==> config.mk <==
export PLATFORM = sky130hd
export DESIGN_NAME = outer_tile_mac
export DESIGN_NICKNAME = d
export VERILOG_FILES = /design/src/rtl/outer_tile_mac.sv
export SDC_FILE = /design/constraint.sdc
export NUM_CORES = 2
export LEC_CHECK = 0
export CAP_MARGIN = 20
export CELL_PAD_IN_SITES_DETAIL_PLACEMENT = 0
export CELL_PAD_IN_SITES_GLOBAL_PLACEMENT = 1
export CORE_UTILIZATION = 52
export CTS_CLUSTER_SIZE = 30
export DETAILED_ROUTE_END_ITERATION = 12
export PLACE_DENSITY = 0.85
export SLEW_MARGIN = 20
export SYNTH_ARGS = -nofsm -noshare
export SYNTH_HDL_FRONTEND = slang
export SYNTH_SLANG_ARGS = --single-unit
==> constraint.sdc <==
create_clock -name clk -period 10.02 [get_ports clk]
set_input_delay 1.503 -clock clk [delete_from_list [all_inputs] [get_ports clk]]
set_output_delay 1.503 -clock clk [all_outputs]
set_load 0.03 [all_outputs]
==> src/rtl/outer_tile_mac.sv <==
module outer_tile_mac #(
  parameter int TQ   = 2,
  parameter int EW   = 16,
  parameter int PMAX = 64,
  localparam int PW  = $clog2(PMAX + 1),
  localparam int AW  = 2 * EW + $clog2(PMAX),
  localparam int NC  = TQ * TQ,
  localparam int IW  = (NC > 1) ? $clog2(NC) : 1
) (
  input  logic               clk,
  input  logic               rst_n,
  input  logic               start,
  input  logic [PW-1:0]      depth,
  input  logic               in_valid,
  output logic               in_ready,
  input  logic [TQ*EW-1:0]   a_vec,
  input  logic [TQ*EW-1:0]   b_vec,
  output logic               out_valid,
  output logic [AW-1:0]      out_data,
  output logic               out_last
);

  typedef enum logic [1:0] {S_IDLE, S_LOAD, S_DRAIN} st_t;

  st_t                  st;
  logic [PW-1:0]        cnt, plen;
  logic [IW-1:0]        idx;
  logic signed [AW-1:0] acc  [NC];
  logic signed [AW-1:0] pext [NC];

  for (genvar i = 0; i < TQ; i++) begin : g_row
    for (genvar j = 0; j < TQ; j++) begin : g_col
      logic signed [2*EW-1:0] prod;
      assign prod = $signed(a_vec[i*EW +: EW]) * $signed(b_vec[j*EW +: EW]);
      assign pext[i*TQ+j] = AW'(prod);
    end
  end

  wire take   = (st == S_LOAD) && in_valid;
  wire honour = start && (st != S_DRAIN);

  assign in_ready  = (st == S_LOAD);
  assign out_valid = (st == S_DRAIN);
  assign out_data  = acc[idx];
  assign out_last  = (st == S_DRAIN) && (idx == IW'(NC - 1));

  always_ff @(posedge clk) begin
    if (!rst_n) begin
      st   <= S_IDLE;
      cnt  <= '0;
      plen <= '0;
      idx  <= '0;
      for (int k = 0; k < NC; k++) acc[k] <= '0;
    end else if (honour) begin
      for (int k = 0; k < NC; k++) acc[k] <= '0;
      cnt  <= '0;
      plen <= depth;
      idx  <= '0;
      st   <= (depth == '0) ? S_DRAIN : S_LOAD;
    end else if (take) begin
      for (int k = 0; k < NC; k++) acc[k] <= acc[k] + pext[k];
      cnt <= cnt + PW'(1);
      if (cnt + PW'(1) == plen) st <= S_DRAIN;
    end else if (st == S_DRAIN) begin
      if (idx == IW'(NC - 1)) begin
        idx <= '0;
        st  <= S_IDLE;
      end else begin
        idx <= idx + IW'(1);
      end
    end
  end

endmodule

==> flow_metrics.tcl <==
set metrics [dict create \
    yosysWarnings 0 \
    cp_max_fo 16 \
    grt_first_pass_wirelength_um 227300 \
    root_buffer "clkbuf_16" \
    synthMuxAreaShare_pct 1.659 \
    place_ws_ps 686.5 \
    hp-start "plen[5]$_SDFFE_PN0P_" \
    syn_nets 7584 \
    clk_pin_slew_ps 80 \
    postSynthAreaPerCell_um2 9.456 \
    drc 0 \
    critPathCaptureType "register" \
    ys.flop_type "edfxtp_1" \
    ctsHoldBuffers 0 \
    rr_startpoint "acc[3][3]$_SDFFCE_PN0P_" \
    netlist_instances 5775 \
    fin_crit_ps 8981 \
    drt_iter0_drc 2511 \
    path_class "in -> reg" \
    drv_cap 0 \
    track_usage_pct 27.79 \
    synth_area_um2 54610 \
    fin_ws_ps 1039 \
    r2r_cells 21 \
    maxSlewViolCount 0 \
    cts_buffers 17 \
    min_path_type "reg -> reg" \
    outcome "finished, final reports clean" \
    crit_arrival_ps 9230 \
    antenna_found_initial 7 \
    mostFrequentLayoutCells "inv_1 (1494), fa_1 (1284), nand2_1 (699), ha_1 (446), and2_1 (405)" \
    setup-tns-final_ps 0 \
    yosysTopAreaCell "fa_1" \
    ios 116 \
    dr.pass1.iters 6 \
    synthXorXnorAreaFrac_pct 2.374 \
    synth_seq_area_share_pct 8.395 \
    grt_remaining_overflow 0 \
    grt_max_degree 64 \
    clockBufferDepth 2 \
    gp_congestion 0.9231 \
    whs_ps 478.6 \
    tritoncts "done" \
    relSlewSlack_pct 20.69 \
    vias_per_cell 5.359 \
    cp-startpoint "b_vec[18]" \
    cts.sinks 172 \
    drt-total-wl_um 137400 \
    min_period_over_period_pct 89.63 \
    fp.coreArea_um2 103800 \
    final_util_pct 55.96 \
    yosys.area_share.simple_pct 13.09 \
    portBuffers 115 \
    critical_path_required_ps 10270 \
    hold_depth 2 \
    row_count 118 \
    synth_compound_area_share_pct 5.100 \
    synth.distinct_cells 76 \
    post_cts_buffers 0 \
    htreeDepth 4 \
    fp.dieW_um 326.1 \
    setup_viol 0 \
    synth_top_family_by_area "adder cells" \
    timing.rr.end "acc[3][35]$_SDFFCE_PN0P_" \
    vias 38494 \
    syn_to_final_growth_pct 6.351 \
    hold_viol_final 0 \
    synth_area_leaders "fa_1 (47%), inv_1 (10%), ha_1 (10%), edfxtp_1 (6.3%), nand2_1 (4.8%)" \
    worst_pin_slew_ps 1186 \
    rsz0062_at_grt "false" \
    max_freq_mhz 111.3 \
    ys_seq_elements 172 \
    grt_pass1_vias 41472 \
    dpl.hpwl_um 114000 \
    r2r_slack_ps 4070 \
    cts_resized 0 \
    skew_ps 11.96 \
    start_util_pct 52.61 \
    cp-start-kind "input port" \
    final_nets 7594 \
    avgRoutedWirePerCell_um 19.13 \
    min_to "plen[5]$_SDFFE_PN0P_" \
    drive_gt1_share_pct 3.829 \
    clock_latency_ps 520 \
    synth_edf_count 114 \
    synth_top_area_share_pct 47.22 \
    dieArea_um2 106300 \
    yosys.area_share.adder_pct 57.44 \
    antenna_left 0 \
    final_common_cell "inv_1" \
    die_y_um 326.1 \
    async_reset_ff_share_pct 0 \
]
==> how the worst max path moves through the flow <==
stage                     slack, ps                  endpoint
final                          1040  acc[3][35]$_SDFFCE_PN0P_
after global routing            730  acc[3][35]$_SDFFCE_PN0P_
after CTS                      1230  acc[3][37]$_SDFFCE_PN0P_
after detailed placement        690  acc[3][37]$_SDFFCE_PN0P_
after global placement          770  acc[3][37]$_SDFFCE_PN0P_
after floorplan                2150  acc[0][37]$_SDFFCE_PN0P_
==> synthesized netlist by cell type, types with 5 or more instances <==
cell and number:
and2_1 405, xnor2_1 90, clkbuf_1 234, or3_1 8, a211o_1 7, mux2i_1 5
a31oi_1 20, a21boi_0 9, a211oi_1 20, nand3_1 43, nor2_1 200, xor2_1 58
o21a_1 13, a31o_2 8, o21ai_0 80, a221o_1 5, nand4_1 8, ha_1 446
o211ai_1 8, o21ai_1 6, nand2b_1 26, mux4_2 38, edfxtp_1 114, dfxtp_1 58
and3_1 39, o21bai_1 19, nor2b_1 18, nand3b_1 5, nor3b_1 10, inv_1 1496
fa_1 1288, a21o_1 56, nor3_1 29, nand2_1 700, a21oi_1 140
==> metrics by stage <==
stage,instances,area (um^2)
after floorplan,5775,54610
after global placement,7146,57500
after detailed placement,7146,57490
after CTS,7178,58070
after global routing,7180,58070
final,7183,58080
==> critical path: stages <==
cell             delay (ps)
clkdlybuf4s50_1        1060
buf_4                   360
nand2_1                 110
inv_1                   120
fa_2                    510
fa_1                    730
inv_1                   210
fa_1                    520
inv_1                    60
fa_1                    530
inv_1                    50
fa_1                    460
fa_1                    490
inv_1                    40
ha_1                    390
and3_1                  240
nand2_1                 130
a211oi_1                850
o2111ai_1               330
a31oi_1                 290
o21ai_0                 100
nor3b_1                 140
==> sequential cells by signal, indices dropped and copies added (netlist names), named ones only <==
register  cells
acc         152
cnt           7
plen          7
idx           2
st            2
==> cell families after synthesis <==
group | Yosys count
compound gates | 431
xor+xnor | 148
fa+ha+maj | 1734
buf+inv | 1737
flops | 172
mux | 43
simple gates | 1510
==> routing by layer <==
layer	GRT usage, %	wire length, um	up-vias	part of all wire [%]
met3	3.946	9310	201	6.8
met5	0	41	-	0.030
li1	-	-	17133	-
met4	10.05	5428	6	3.9
met1	38.59	57790	20006	42
met2	44.60	64850	1148	47
==> area by class of cell <==
cell class                      instances  area (um^2)
Fill cell                            9279        45720
Antenna cell                            5        12.51
Inverter                             1496         5617
Clock buffer                           19        432.9
Timing Repair Buffer                  232         2029
Clock inverter                         13        146.4
Sequential cell                       172         4587
Tap cell                             1380         1727
Multi-Input combinational cell       3866        43530
Power is left out: the tool's default activity adds up to more than one toggle a clock period on the data nets, which glitch-free logic cannot reach.
